## src/rtl/slice_unpack_pkg.sv

```systemverilog
package slice_unpack_pkg;

   localparam int DESC_W    = 10;
   localparam int START_W   = 5;
   localparam int LEN_W     = 3;
   localparam int MAX_SLICE = 1 << LEN_W;

   typedef struct packed {
      logic [START_W-1:0] start;
      logic               dir;
      logic [LEN_W-1:0]   len_m1;
      logic               stop;
   } pack_desc_t;

   function automatic pack_desc_t desc_from_bits(input logic [DESC_W-1:0] raw);
      pack_desc_t d;
      d.start  = raw[9:5];
      d.dir    = raw[4];
      d.len_m1 = raw[3:1];
      d.stop   = raw[0];
      return d;
   endfunction

endpackage

```

## src/rtl/pack_desc_decode.sv

```systemverilog
module pack_desc_decode
   import slice_unpack_pkg::*;
#(
   parameter int NUM_DESC     = 4,
   parameter int CFG_W        = 32,
   parameter int DESC_PER_REG = 2,
   localparam int NUM_REG     = (NUM_DESC + DESC_PER_REG - 1) / DESC_PER_REG
) (
   input  logic [NUM_REG*CFG_W-1:0] cfg_flat,
   output pack_desc_t               desc [NUM_DESC]
);

   if (DESC_PER_REG * DESC_W > CFG_W) begin : g_bad_fit
      $error("descriptors do not fit in a configuration register");
   end

   for (genvar i = 0; i < NUM_DESC; i++) begin : g_desc
      localparam int REG_IDX = i / DESC_PER_REG;
      localparam int SLOT    = i % DESC_PER_REG;
      localparam int LSB     = REG_IDX * CFG_W + SLOT * DESC_W;
      assign desc[i] = desc_from_bits(cfg_flat[LSB +: DESC_W]);
   end

endmodule

```

## src/rtl/slice_extract.sv

```systemverilog
module slice_extract
   import slice_unpack_pkg::*;
#(
   parameter int WORD_W   = 32,
   parameter int SLICE_W  = MAX_SLICE,
   localparam int IDX_W   = $clog2(WORD_W),
   localparam int CNT_W   = $clog2(SLICE_W + 1)
) (
   input  logic [WORD_W-1:0]  word,
   input  pack_desc_t         desc,
   output logic [SLICE_W-1:0] bits,
   output logic [CNT_W-1:0]   cnt
);

   for (genvar k = 0; k < SLICE_W; k++) begin : g_bit
      int   pos;
      logic in_len;
      always_comb begin
         pos    = desc.dir ? int'(desc.start) - k : int'(desc.start) + k;
         in_len = (k <= int'(desc.len_m1));
         if (in_len && pos >= 0 && pos < WORD_W)
            bits[k] = word[pos[IDX_W-1:0]];
         else
            bits[k] = 1'b0;
      end
   end

   assign cnt = CNT_W'(desc.len_m1) + CNT_W'(1);

endmodule

```

## src/rtl/slice_sequencer.sv

```systemverilog
module slice_sequencer
   import slice_unpack_pkg::*;
#(
   parameter int WORD_W   = 32,
   parameter int NUM_DESC = 4,
   localparam int SEL_W   = (NUM_DESC > 1) ? $clog2(NUM_DESC) : 1
) (
   input  logic              clk,
   input  logic              rst_n,
   input  pack_desc_t        desc [NUM_DESC],
   input  logic              in_valid,
   output logic              in_ready,
   input  logic [WORD_W-1:0] in_word,
   output logic              out_valid,
   input  logic              out_ready,
   output logic [WORD_W-1:0] held_word,
   output pack_desc_t        cur_desc,
   output logic              cur_last
);

   logic              busy_q;
   logic [SEL_W-1:0]  sel_q;
   logic [WORD_W-1:0] word_q;
   logic              take;
   logic              load;

   always_comb begin
      cur_desc = desc[0];
      for (int i = 0; i < NUM_DESC; i++)
         if (sel_q == SEL_W'(i)) cur_desc = desc[i];
   end

   assign cur_last  = cur_desc.stop || (sel_q == SEL_W'(NUM_DESC - 1));
   assign take      = busy_q && out_ready;
   assign in_ready  = !busy_q || (take && cur_last);
   assign load      = in_valid && in_ready;
   assign out_valid = busy_q;
   assign held_word = word_q;

   always_ff @(posedge clk or negedge rst_n) begin
      if (!rst_n) begin
         busy_q <= 1'b0;
         sel_q  <= '0;
         word_q <= '0;
      end else if (load) begin
         busy_q <= 1'b1;
         sel_q  <= '0;
         word_q <= in_word;
      end else if (take) begin
         if (cur_last) begin
            busy_q <= 1'b0;
            sel_q  <= '0;
         end else begin
            sel_q <= sel_q + SEL_W'(1);
         end
      end
   end

endmodule

```

## src/rtl/fifo_slice_unpacker.sv

```systemverilog
module fifo_slice_unpacker
   import slice_unpack_pkg::*;
#(
   parameter int WORD_W       = 32,
   parameter int CFG_W        = 32,
   parameter int NUM_DESC     = 4,
   parameter int DESC_PER_REG = 2,
   parameter int SLICE_W      = MAX_SLICE,
   localparam int CNT_W       = $clog2(SLICE_W + 1)
) (
   input  logic               clk,
   input  logic               rst_n,
   input  logic [CFG_W-1:0]   cfg_lo,
   input  logic [CFG_W-1:0]   cfg_hi,
   input  logic               in_valid,
   output logic               in_ready,
   input  logic [WORD_W-1:0]  in_word,
   output logic               out_valid,
   input  logic               out_ready,
   output logic [SLICE_W-1:0] out_bits,
   output logic [CNT_W-1:0]   out_cnt,
   output logic               out_dir,
   output logic               out_last
);

   if (WORD_W > (1 << START_W)) begin : g_bad_word
      $error("start field cannot address the whole word");
   end
   if (SLICE_W != MAX_SLICE) begin : g_bad_slice
      $error("slice width must match the length field range");
   end
   if (NUM_DESC != 2 * DESC_PER_REG) begin : g_bad_count
      $error("descriptors must fill exactly two configuration registers");
   end

   pack_desc_t        desc [NUM_DESC];
   pack_desc_t        cur_desc;
   logic [WORD_W-1:0] held_word;
   logic              cur_last;

   pack_desc_decode #(
      .NUM_DESC     (NUM_DESC),
      .CFG_W        (CFG_W),
      .DESC_PER_REG (DESC_PER_REG)
   ) u_decode (
      .cfg_flat ({cfg_hi, cfg_lo}),
      .desc     (desc)
   );

   slice_sequencer #(
      .WORD_W   (WORD_W),
      .NUM_DESC (NUM_DESC)
   ) u_seq (
      .clk       (clk),
      .rst_n     (rst_n),
      .desc      (desc),
      .in_valid  (in_valid),
      .in_ready  (in_ready),
      .in_word   (in_word),
      .out_valid (out_valid),
      .out_ready (out_ready),
      .held_word (held_word),
      .cur_desc  (cur_desc),
      .cur_last  (cur_last)
   );

   slice_extract #(
      .WORD_W  (WORD_W),
      .SLICE_W (SLICE_W)
   ) u_extract (
      .word (held_word),
      .desc (cur_desc),
      .bits (out_bits),
      .cnt  (out_cnt)
   );

   assign out_dir  = cur_desc.dir;
   assign out_last = cur_last;

endmodule

```

## config.mk

```make
export PLATFORM = sky130hd
export DESIGN_NAME = fifo_slice_unpacker
export DESIGN_NICKNAME = d
export VERILOG_FILES = /design/src/rtl/slice_unpack_pkg.sv /design/src/rtl/pack_desc_decode.sv /design/src/rtl/slice_extract.sv /design/src/rtl/slice_sequencer.sv /design/src/rtl/fifo_slice_unpacker.sv
export SDC_FILE = /design/constraint.sdc
export NUM_CORES = 1
export LEC_CHECK = 0
export ABC_AREA = 1
export BUFFER_PORTS_ARGS = -buffer_cell sky130_fd_sc_hd__buf_2
export CAP_MARGIN = 40
export CORE_UTILIZATION = 56
export CTS_BUF_LIST = sky130_fd_sc_hd__clkbuf_2 sky130_fd_sc_hd__clkbuf_4 sky130_fd_sc_hd__clkbuf_8
export CTS_CLUSTER_DIAMETER = 150
export DETAILED_ROUTE_END_ITERATION = 7
export HOLD_SLACK_MARGIN = 0.12
export PLACE_DENSITY = 0.8
export SYNTH_ARGS = -nofsm -noshare
export SYNTH_HDL_FRONTEND = slang
export SYNTH_SLANG_ARGS = --single-unit
```

## constraint.sdc

```tcl
create_clock -name clk -period 3.5 [get_ports clk]
set_clock_uncertainty 0.05 [all_clocks]
set_input_delay 0.525 -clock clk [delete_from_list [all_inputs] [get_ports clk]]
set_output_delay 0.525 -clock clk [all_outputs]
set_load 0.01 [all_outputs]
```

* Word-level counts from Yosys, hierarchy flattened
Index checks and enable logic that the tools add are counted.
Storage, ports and cells: RAM bits 0, latch bits 0, ROM bits 0, memories 0, register bits 35, output and inout port bits 16
Cells by class: multiply operators 0, multiplexer cells 40, add/subtract/negate cells 16, magnitude comparators 31, bitwise operators 0, div/mod/pow operators 0, shift operators 0, reduce and logical (&&, ||, !) cells 24, eq/ne operators 3
Operator list (number):
- >= comparator 32 x 1 -> 1 bit, second input constant | 7
- less-than comparator 32 x 7 -> 1 bit, second input constant | 7
- 2-to-1 mux 32 bit | 7
- less-than comparator 5 x 6 -> 1 bit, second input constant | 9
- binary-select mux 1 bit (select 5 bit) | 8
- 2-to-1 mux 10 bit | 3
- adder 5 x 3 -> 6 bit, second input constant | 4
- subtractor 5 x 3 -> 6 bit, second input constant | 4
- 2-to-1 mux 1 bit | 19
- logical AND 1 bit | 18
- adder 5 x 2 -> 6 bit, second input constant | 2
- <= comparator 3 bit, first input constant | 4
- subtractor 5 x 2 -> 6 bit, second input constant | 2
- adder 5 x 1 -> 6 bit, second input constant | 1
- <= comparator 2 x 3 -> 1 bit, first input constant | 2
- 2-to-1 mux 2 bit | 3
- subtractor 5 x 1 -> 6 bit, second input constant | 1
- >= comparator 5 x 1 -> 1 bit, second input constant | 1
- adder 3 x 1 -> 4 bit, second input constant | 1
- equality test 2 bit, second input constant | 2
- nonzero test 2 bit | 2
- <= comparator 1 x 3 -> 1 bit, first input constant | 1
- adder 2 x 1 -> 2 bit, second input constant | 1
- equality test 2 x 1 -> 1 bit, second input constant | 1
- 3 further kinds | 4

* Longest topological paths before layout
Gate-level depths: netlist (run 1).
depth in word-level cells 10, gate-level depth with buffers 22, gate-level depth less buffers 20

* By module
From an unflattened synthesis (run 1), not the netlist that was laid out.
Unflattened totals: cells, all modules 832, area total of the unflattened synthesis 4742.0 um2
Modules (own cells, without submodules):
- slice_extract | cells an instance 560, times used 1, area an instance 2595.0 um2, sequential area each 0.0 um2
- slice_sequencer | cells an instance 232, times used 1, area an instance 1846.8 um2, sequential area each 875.8 um2
- pack_desc_decode | cells an instance 40, times used 1, area an instance 300.3 um2, sequential area each 0.0 um2

* Worst setup path after synthesis (run 1)
Ideal clock, no wire load.
kind reg-to-output, start point register u_seq.sel_q[0], end point output out_bits[5], cell stages (with the launch flop) 21, data arrival time 2587 ps, slack 338 ps, data required time 2925 ps, cells stage by stage dfrtp_1 -> ha_1 -> buf_4 -> nor2_1 -> nand2_1 -> nand2_4 -> inv_2 -> buf_4 -> buf_6 -> ha_1 -> inv_1 -> nand3_1 -> nand2_1 -> nand2_1 -> nand3_1 -> nand2_1 -> nand2_1 -> nand2_1 -> nand2_1 -> nand2_1 -> nor2_1
Between the ends: cells in the longest elaborated chain, start to end 10
Ends and longest elaborated chain:
- from (decl) | RTL line slice_sequencer.sv:22 | logic [SEL_W-1:0] sel_q;
- from (signal assigned) | RTL line slice_sequencer.sv:54 | sel_q <= sel_q + SEL_W'(1);
- equality test 2 x 1 -> 1 bit | RTL line slice_sequencer.sv:30 | if (sel_q == SEL_W'(i)) cur_desc = desc[i];
- 2-to-1 mux 10 bit (2 in a row) | RTL line slice_sequencer.sv:30
- 2-to-1 mux 10 bit * | RTL line slice_sequencer.sv:30
- adder 5 x 3 -> 6 bit or subtractor 5 x 3 -> 6 bit (tied branches) | RTL line slice_extract.sv:19 | pos = desc.dir ? int'(desc.start) - k : int'(desc.start) + k;
- 2-to-1 mux 32 bit | RTL line slice_extract.sv:19
- >= comparator 32 x 1 -> 1 bit | RTL line slice_extract.sv:21 | if (in_len && pos >= 0 && pos < WORD_W)
- logical AND 1 bit (2 in a row) | RTL line slice_extract.sv:21
- 2-to-1 mux 1 bit * | RTL line slice_extract.sv:21
- to (decl) | RTL line fifo_slice_unpacker.sv:20 | output logic [SLICE_W-1:0] out_bits,
Mark *: on every way between the ends. The rest lies on a longest branch, timed or not. The select of a mux whose other input is x is not followed.

* Worst setup path after layout (run 1)
start point register u_seq.sel_q[0], end point output out_bits[2]
Between the ends: cells in the longest elaborated chain, start to end 10
Ends and longest elaborated chain (RTL line):
- equality test 2 x 1 -> 1 bit | slice_sequencer.sv:30
- 2-to-1 mux 10 bit (2 in a row) | slice_sequencer.sv:30
- 2-to-1 mux 10 bit * | slice_sequencer.sv:30
- adder 5 x 2 -> 6 bit or subtractor 5 x 2 -> 6 bit (tied branches) | slice_extract.sv:19
- 2-to-1 mux 32 bit | slice_extract.sv:19
- >= comparator 32 x 1 -> 1 bit | slice_extract.sv:21
- logical AND 1 bit (2 in a row) | slice_extract.sv:21
- 2-to-1 mux 1 bit * | slice_extract.sv:21
Marked as above.

==> metrics.md, run 1 <==
| Metric | Value |
|---|---|
| Minimum clock period | `3.36 ns` |
| Clk slew on worst S/H paths | `0.07 ns` |
| Post-route cell area | `0.00529 mm²` |
| Vias in the first global route | `5051` |
| Highest clock rate | `0.298 GHz` |
| Syn Inst Count | `764` |
| Syn nets | `874` |
| Synth area leaders | `nand2_1 25%, dfrtp_1 20%, nand3_1 17%` |
| Initial antenna violation count | `0` |
| Max Buffers Root-to-Sink | `2` |
| Max-slew violations | `0` |
| Worst relative slew slack | `50.3%` |
| Register area share after synthesis | `19.7%` |
| Worst path max stage delay | `0.46 ns` |
| Top cell type by total area after synthesis | `nand2_1` |
| Max-cap viol count | `0` |
| Critical Path Sink Type | `output port` |
| Tot GR Track Use | `34.1%` |
| Unrepaired setup endpoints after global routing | `true` |
| Ys flop type | `dfrtp_1` |
| Crit path buf inv count | `4` |
| Number of antenna diodes | `0` |
| Critical path fanouts, max | `15` |
| Mapped Area | `0.00445 mm²` |
| CTS Hold Bufs | `0` |
| Layout Nets | `964` |
| #FFs+latches synth | `35` |
| Starting DRT DRC Count | `352` |
| Critical path type | `register to output port` |
| Most frequent cells in the layout | `290 x nand2_1, 148 x nand3_1, 90 x buf_2` |
| CTS H-tree depth | `2` |
| Starting Density | `57.8%` |
| Required @ worst endpoint | `2.92 ns` |
| Root buffer cell | `clkbuf_8` |
| Via/cell ratio | `5.64` |
| Area grow syn2layout | `19.0%` |
| Grt total ovfl | `0` |
| Drt total wl | `14100 µm` |
| Critical Path, Cell by Cell | `inv_4 -> ha_4 -> buf_4 -> a21oi_4 -> nand2_2 -> nand2_8 -> nand2_2 -> nand2_1 -> nand3_1 -> nand2_1 -> inv_1 -> nand2_1 -> nand2_1 -> nand2_1 -> nand2_1 -> nor2_1 -> buf_2` |
| Clock sink count | `35` |
| First-pass GRT wire length | `23000 µm` |
| Die ar. | `0.00830 mm²` |
| Skew-Pair Late Insertion Delay | `0.29 ns` |
| Post-synth EDFFs | `0` |
| Synthesized area per cell | `5.82 µm²` |
| Die Wd | `91.1 µm` |
| Worst setup path startpoint | `u_seq.sel_q[0]$_DFFE_PN0P_` |
| Crit path launch type | `register` |
| Status | `completed` |
| Largest net degree at the start of global routing | `53` |
| Via Count | `5395` |
| Reg-to-Reg Start | `u_seq.sel_q[0]$_DFFE_PN0P_` |
| Syn. warnings | `0` |
| Post-route DRC violation count | `0` |
| Antenna-violating nets left | `0` |
| CP Data Arrival Time | `2.78 ns` |
| Setup violations, final | `0` |
| Hold Path Class | `primary input to async pin` |
| Rows | `32` |
| DP HPWL | `10700 µm` |
| Floorplan core area | `0.00769 mm²` |
| Wire per inst | `14.7 µm` |
| Critical Path Slowest Stage Cell | `dfrtp_2` |
| Placed inst area | `0.00490 mm²` |
| Distinct cell type count after synthesis | `35` |
| Share of the synthesized area in the top cell type | `25.2%` |
| Gpl congestion | `0.959` |
| Setup TNS | `0 ns` |
| Most common cell after layout, fill and taps aside | `nand2_1` |
| Final Util | `68.8%` |
| Fraction of registers with async set/reset | `100%` |
| Top cell by count, worst path | `nand2_1` |
| Worst-margin pin slew | `0.746 ns` |
| I/O Buffers | `90` |
| Total CTS buffers | `5` |
| Fin. Hold Viols | `0` |
| Layout cells sized above 1 | `23.2%` |
| Fill cells | `701` |
| Die height | `91.1 µm` |
| Number of placed I/O pins | `116` |
| Delay-heaviest family, CP | `simple AND/OR/NAND/NOR gates` |
| Tcrit/Tclk final | `96.0%` |
| CTS tree | `done` |
| DRT Pass-1 Iters | `5` |
==> sequential cells by signal, summed over array words and instances (netlist names) <==
name / cells
u_seq.out_valid: 1
u_seq.sel_q: 2
u_seq.held_word: 32
==> timing repair <==
| item | CTS | global route |
|---|---|---|
| setup buffers | 1 | 9 |
| cloned | 0 | 1 |
| resized for setup | 9 | 44 |
| pin swaps | 0 | 8 |
| endpoints found under the setup margin | 4 | 8 |
==> Yosys cell counts, types with 2 or more instances <==
library cell and count:
o211ai_1 3, mux2_2 4, nor2_1 55, nor2_2 3, nand3b_1 3, a21oi_1 34, o22ai_1 3, nor3_1 5
nand2_4 7, nand3_2 8, o21ai_2 3, o21ai_0 12, buf_2 12, inv_2 6, buf_4 12, nand4_1 4
or2_1 3, dfrtp_1 35, ha_1 10, mux2_1 8, nand2_1 299, nand3_1 151, buf_6 7, nand2_2 11
inv_1 51, xor2_1 2, o31ai_1 3, a21oi_4 3
==> worst paths after layout <==
kind	depth (start not counted)	slack (ns)	end
hold / removal	1	0.25	u_seq.held_word[11]$_DFFE_PN0P_
setup reg to reg	10	1.29	u_seq.held_word[2]$_DFFE_PN0P_
max in group asynchronous	1	2.62	u_seq.sel_q[0]$_DFFE_PN0P_
hold reg to reg	1	0.48	u_seq.held_word[17]$_DFFE_PN0P_
min in group clk	2	0.40	u_seq.held_word[1]$_DFFE_PN0P_
setup / recovery	17	0.14	out_bits[2]
==> logic make-up (layout without fill, tap and decap cells) <==
family	count (synthesis)	after routing	share of synthesized area [%]
AND/OR/NAND/NOR	552	552	55.0
adder cells (fa/ha/maj)	10	10	2.81
flip-flops	35	35	19.7
AO/OA/AOI/OAI	64	64	8.75
XOR/XNOR	2	2	0.394
multiplexers	12	12	3.04
buffers and inverters	89	180	10.3
==> layer usage <==
layer	vias up	wire length (µm)	global-route usage [%]
met5	-	0	0
met4	0	565	13.2
met3	57	888	3.10
met2	221	6780	60.7
met1	2445	5820	42.5
li1	2672	-	-
==> layout make-up <==
type / count / area (µm²) / area share [%]
multi-input cells: 640 / 3280 / 62.0
flip-flops and latches: 35 / 878 / 16.6
repair buffers: 114 / 662 / 12.5
inverters: 57 / 230 / 4.35
well taps: 102 / 128 / 2.41
clock buffers: 7 / 96.3 / 1.82
clock inverters: 1 / 7.51 / 0.142
repair inverters: 1 / 7.51 / 0.142
==> stage by stage <==
stage	hold slack, ns	cells	worst slack (ns)
detailed placement	0.468	938	0.229
finish	0.245	957	0.142
global route	0.300	957	-0.0321
global placement	0.454	937	0.343
floorplan	0.179	764	0.338
CTS	0.265	947	0.00159
==> worst register-to-register path, cell delays in order (launching register included) <==
cell and delay [ns]:
dfrtp_2 0.47, inv_4 0.10, ha_4 0.17, buf_4 0.21, nand2_1 0.09, nand3_2 0.12
inv_1 0.06, o21ai_2 0.18, nand2_2 0.09, buf_12 0.19, mux2_1 0.35
Power of run 1 is left out: the tool's default activity adds up to more than one toggle a clock period on the data nets, which glitch-free logic cannot reach.
==> run 2, diff against run 1 <==
Settings changed: BUFFER_PORTS_ARGS -buffer_cell sky130_fd_sc_hd__buf_2 to not set, CORE_UTILIZATION 56 to 40, DONT_BUFFER_PORTS set to 1, PLACE_DENSITY 0.8 to 0.5.
==> metrics.md, run 2 (synthesis results as in run 1) <==
| Metric | Value |
|---|---|
| Status | `completed` |
| Setup violations, final | `0` |
| Hold Path Class | `primary input to register` |
| First-pass GRT wire length | `21900 µm` |
| Starting DRT DRC Count | `315` |
| Layout Nets | `887` |
| Crit path launch type | `register` |
| Fill cells | `1173` |
| Total CTS buffers | `5` |
| Worst reg-to-reg path cell count | `11` |
| Layout cells sized above 1 | `16.6%` |
| Tot GR Track Use | `24.1%` |
| CTS H-tree depth | `2` |
| Max reg flops | `32` |
| Most common cell after layout, fill and taps aside | `nand2_1` |
| Critical path type | `register to output port` |
| Highest clock rate | `0.298 GHz` |
| Number of antenna diodes | `0` |
| Rows | `38` |
| Drt total wl | `13800 µm` |
| Clock sink count | `35` |
| Critical path fanouts, max | `11` |
| Die height | `107 µm` |
| CTS tree | `done` |
| Worst-margin pin slew | `0.445 ns` |
| Skew-Pair Late Insertion Delay | `0.28 ns` |
| Final worst slack | `0.145 ns` |
| Via/cell ratio | `5.40` |
| Antenna-violating nets left | `0` |
| Floorplan core area | `0.0108 mm²` |
| Critical Path Sink Type | `output port` |
| Minimum clock period | `3.36 ns` |
| Worst relative slew slack | `70.3%` |
| Initial antenna violation count | `0` |
| CP Data Arrival Time | `2.78 ns` |
| DRT Pass-1 Iters | `5` |
| Max-slew violations | `0` |
| Vias in the first global route | `4441` |
| Tcrit/Tclk final | `95.9%` |
| Die Wd | `107 µm` |
| Pre-CTS setup slack | `0.147 ns` |
| Area taken by multi-input logic gates | `0.00335 mm²` |
| Die ar. | `0.0115 mm²` |
| DP HPWL | `10800 µm` |
| R2R Path End | `u_seq.held_word[21]$_DFFE_PN0P_` |
| Register-to-Register Setup Slack | `0.85 ns` |
| Final Util | `46.4%` |
| Fin. Hold Viols | `0` |
| Reg-to-Reg Start | `u_seq.sel_q[1]$_DFFE_PN0P_` |
| Via Count | `4956` |
| I/O Buffers | `0` |
| Required @ worst endpoint | `2.92 ns` |
| Gpl congestion | `0.921` |
| Finished Layout Cells | `918` |
| Cell Count Post-Placement | `893` |
| Max Buffers Root-to-Sink | `2` |
| Setup TNS | `0 ns` |
| Grt total ovfl | `0` |
| Post-route DRC violation count | `0` |
| Area grow syn2layout | `13.1%` |
| Number of placed I/O pins | `116` |
| Worst setup path startpoint | `u_seq.sel_q[1]$_DFFE_PN0P_` |
| Starting Density | `41.0%` |
| Largest net degree at the start of global routing | `39` |
| Root buffer cell | `clkbuf_8` |
| Most frequent cells in the layout | `287 x nand2_1, 145 x nand3_1, 54 x nor2_1` |
| Unrepaired setup endpoints after global routing | `true` |
| Wire per inst | `15.1 µm` |
| Max-cap viol count | `0` |
| Crit path to | `out_bits[4]` |
| Reg area | `877 µm²` |
| Clk slew on worst S/H paths | `0.07 ns` |
[run 2: repair_timing]
action / CTS / global route
endpoints found under the setup margin: 7 / 7
setup buffers: 2 / 12
hold buffers: 2 / 0
hold endpoints to repair: 35 / 0
gates resized for setup: 10 / 54
cloned: 0 / 1
pin swaps: 1 / 9
[run 2: layer usage]
metal | vias up | track usage (%) | wire length (µm)
met5 | - | 0 | 0
met4 | 0 | 5.28 | 150
met3 | 10 | 1.82 | 753
met2 | 139 | 42.0 | 6680
met1 | 2291 | 32.3 | 6240
li1 | 2516 | - | -
[run 2: layout make-up]
cell class | count | share of cell area, %
Sequential cell | 35 | 17.4
Multi-Input combinational cell | 641 | 66.6
Tap cell | 140 | 3.48
Inverter | 57 | 4.58
Clock buffer | 6 | 1.52
Clock inverter | 2 | 0.249
Timing Repair Buffer | 37 | 6.12
[run 2: per-stage QoR]
step	hold WS (ns)	cell area, µm²
2_1_floorplan	0.179	4450
3_3_place_gp	0.181	4540
3_5_place_dp	0.180	4540
4_1_cts	0.302	4690
5_1_grt	0.304	5030
6_report	0.311	5030
[run 2: worst min path at each step]
stage,slack [ns],end,depth (start not counted),start
6_report,0.31,u_seq.out_valid$_DFFE_PN0P_,2,in_valid
5_1_grt,0.30,u_seq.held_word[3]$_DFFE_PN0P_,1,in_word[3]
4_1_cts,0.30,u_seq.out_valid$_DFFE_PN0P_,2,in_valid
3_5_place_dp,0.18,u_seq.held_word[29]$_DFFE_PN0P_,0,rst_n
3_3_place_gp,0.18,u_seq.held_word[29]$_DFFE_PN0P_,0,rst_n
2_1_floorplan,0.18,u_seq.held_word[0]$_DFFE_PN0P_,0,rst_n
[run 2: critical path, stage by stage (launching register included)]
cell,delay (ns)
dfrtp_1,0.43
buf_4,0.16
ha_4,0.18
inv_6,0.08
buf_4,0.13
nand3_2,0.11
nand2_2,0.19
nand2_8,0.11
buf_4,0.18
nor2_2,0.18
nor2_1,0.09
nand2_1,0.06
nand2_1,0.07
nand3_1,0.09
nand2_1,0.05
nand2_1,0.05
nand2_1,0.05
nor2_1,0.14
buf_4,0.14
Power of run 2 is left out for the same reason.
==> run 3, diff against run 2 <==
Settings changed: GPL_TIMING_DRIVEN set to 0.
==> metrics.md, run 3 (synthesis results as in run 1) <==
| Metric | Value |
|---|---|
| Die height | `107 µm` |
| Die ar. | `0.0115 mm²` |
| Post-route DRC violation count | `0` |
| Skew-Pair Late Insertion Delay | `0.30 ns` |
| Worst relative slew slack | `73.1%` |
| Wire per inst | `16.9 µm` |
| Layout cells sized above 1 | `19.0%` |
| CTS tree | `done` |
| Critical Path Sink Type | `output port` |
| Layout Nets | `902` |
| Max-slew violations | `0` |
| Fill cells | `1200` |
| Tot GR Track Use | `27.8%` |
| Clock sink count | `35` |
| Grt total ovfl | `0` |
| Unrepaired setup endpoints after global routing | `true` |
| Tcrit/Tclk final | `97.0%` |
| Crit path launch type | `register` |
| Reg-to-Reg Start | `u_seq.sel_q[0]$_DFFE_PN0P_` |
| Total CTS buffers | `5` |
| I/O Buffers | `0` |
| Register-to-Register Setup Slack | `1.09 ns` |
| Floorplan core area | `0.0108 mm²` |
| DP HPWL | `12400 µm` |
| Critical path type | `register to output port` |
| Most frequent cells in the layout | `286 x nand2_1, 145 x nand3_1, 48 x nor2_1` |
| Clk slew on worst S/H paths | `0.07 ns` |
| Status | `completed` |
| Via Count | `5150` |
| Required @ worst endpoint | `2.92 ns` |
| Most common cell after layout, fill and taps aside | `nand2_1` |
| Initial antenna violation count | `0` |
| Cell Count Post-Placement | `904` |
| Critical path fanouts, max | `9` |
| Min-Delay Startpoint | `in_valid` |
| Finished Layout Cells | `933` |
| Hold Path Stages | `2` |
| Antenna-violating nets left | `0` |
| CTS H-tree depth | `2` |
| Area grow syn2layout | `16.6%` |
| First-pass GRT wire length | `24600 µm` |
| Worst-margin pin slew | `0.403 ns` |
| Max reg flops | `32` |
| Worst Hold End | `u_seq.out_valid$_DFFE_PN0P_` |
| Hold Path Class | `primary input to register` |
| DRT Pass-1 Iters | `8` |
| Drt total wl | `15700 µm` |
| R2R Path End | `u_seq.held_word[10]$_DFFE_PN0P_` |
| Rows | `38` |
| Highest clock rate | `0.294 GHz` |
| Minimum clock period | `3.40 ns` |
| Vias in the first global route | `4851` |
| CP Data Arrival Time | `2.82 ns` |
| Starting Density | `41.0%` |
| Via/cell ratio | `5.52` |
| Setup violations, final | `0` |
| Starting DRT DRC Count | `292` |
| Worst reg-to-reg path cell count | `12` |
| Gpl congestion | `0.914` |
| Die Wd | `107 µm` |
| Number of antenna diodes | `0` |
| Largest net degree at the start of global routing | `36` |
| Number of placed I/O pins | `116` |
| Fin. Hold Viols | `0` |
| Root buffer cell | `clkbuf_8` |
| Max-cap viol count | `0` |
| Max Buffers Root-to-Sink | `2` |
[run 3: cell types whose count changed in the layout (fill, tap and decap cells not counted), moves of 3 or more]
cell,delta
nor2_2,+4
buf_4,-4
nor2_1,-6
nand2_8,-3
buf_2,+10
buf_6,+7
[run 3: through the flow]
| step | hold WS, ns | util (%) | TNS [ns] | worst slack, ns | instance area (µm²) |
|---|---|---|---|---|---|
| after global placement | 0.180 | 42.6 | -0.129 | -0.0512 | 4620 |
| after global routing | 0.306 | 47.8 | -0.0833 | -0.0345 | 5180 |
| after floorplan | 0.179 | - | 0 | 0.338 | 4450 |
| after CTS | 0.282 | 45.3 | 0 | 0.00269 | 4910 |
| final | 0.288 | 47.8 | 0 | 0.104 | 5180 |
| after detailed placement | 0.180 | 42.6 | -0.255 | -0.0836 | 4620 |
[run 3: area by class of cell]
cell class              count  area [µm²]  share of cell area (%)
clock inverters             1        5.00                  0.0965
well taps                 140         175                    3.38
repair buffers             23         205                    3.96
plain buffers              29         246                    4.76
clock buffers               7        83.8                    1.62
inverters                  57         226                    4.37
flip-flops and latches     35         878                    16.9
multi-input cells         641        3360                    64.9
[run 3: per-layer routing]
layer / part of all wire (%) / track usage, % / up-vias
met5: 0 / 0 / -
met4: 3.3 / 12.8 / 0
met3: 6.5 / 4.78 / 27
met2: 48 / 46.6 / 160
met1: 43 / 34.6 / 2415
li1: - / - / 2548
[run 3: worst max-delay path, stage by stage (launching register included)]
cell and delay [ns]:
dfrtp_2 0.45, ha_4 0.20, inv_4 0.07, or2_1 0.23
buf_6 0.15, nand2_4 0.11, buf_12 0.15, ha_4 0.21
inv_1 0.07, nand3_1 0.11, nand2_4 0.13, nand2_1 0.08
nand3_1 0.10, nand2_1 0.10, nand2_1 0.07, nand2_1 0.05
nand2_1 0.05, nand2_1 0.05, nor2_2 0.14
[run 3: what timing repair did]
action | 4_1_cts | 5_1_grt
gates cloned | 0 | 2
pin swaps | 9 | 9
hold buffers | 2 | 0
setup endpoints to repair | 5 | 7
hold endpoints to repair | 35 | 0
resized for setup | 36 | 42
buffers inserted | 11 | 9
[run 3: how the worst max path moves through the flow]
stage / from / endpoint / slack [ns] / cells past startpoint
after global placement: u_seq.sel_q[0]$_DFFE_PN0P_ / out_bits[5] / -0.05 / 22
after detailed placement: u_seq.sel_q[0]$_DFFE_PN0P_ / out_bits[5] / -0.08 / 22
after global routing: u_seq.sel_q[1]$_DFFE_PN0P_ / out_bits[3] / -0.03 / 21
after CTS: u_seq.sel_q[0]$_DFFE_PN0P_ / out_bits[3] / 0.003 / 20
final: u_seq.sel_q[0]$_DFFE_PN0P_ / out_bits[3] / 0.10 / 18
after floorplan: u_seq.sel_q[0]$_DFFE_PN0P_ / out_bits[5] / 0.34 / 20
Power of run 3 is left out for the same reason.
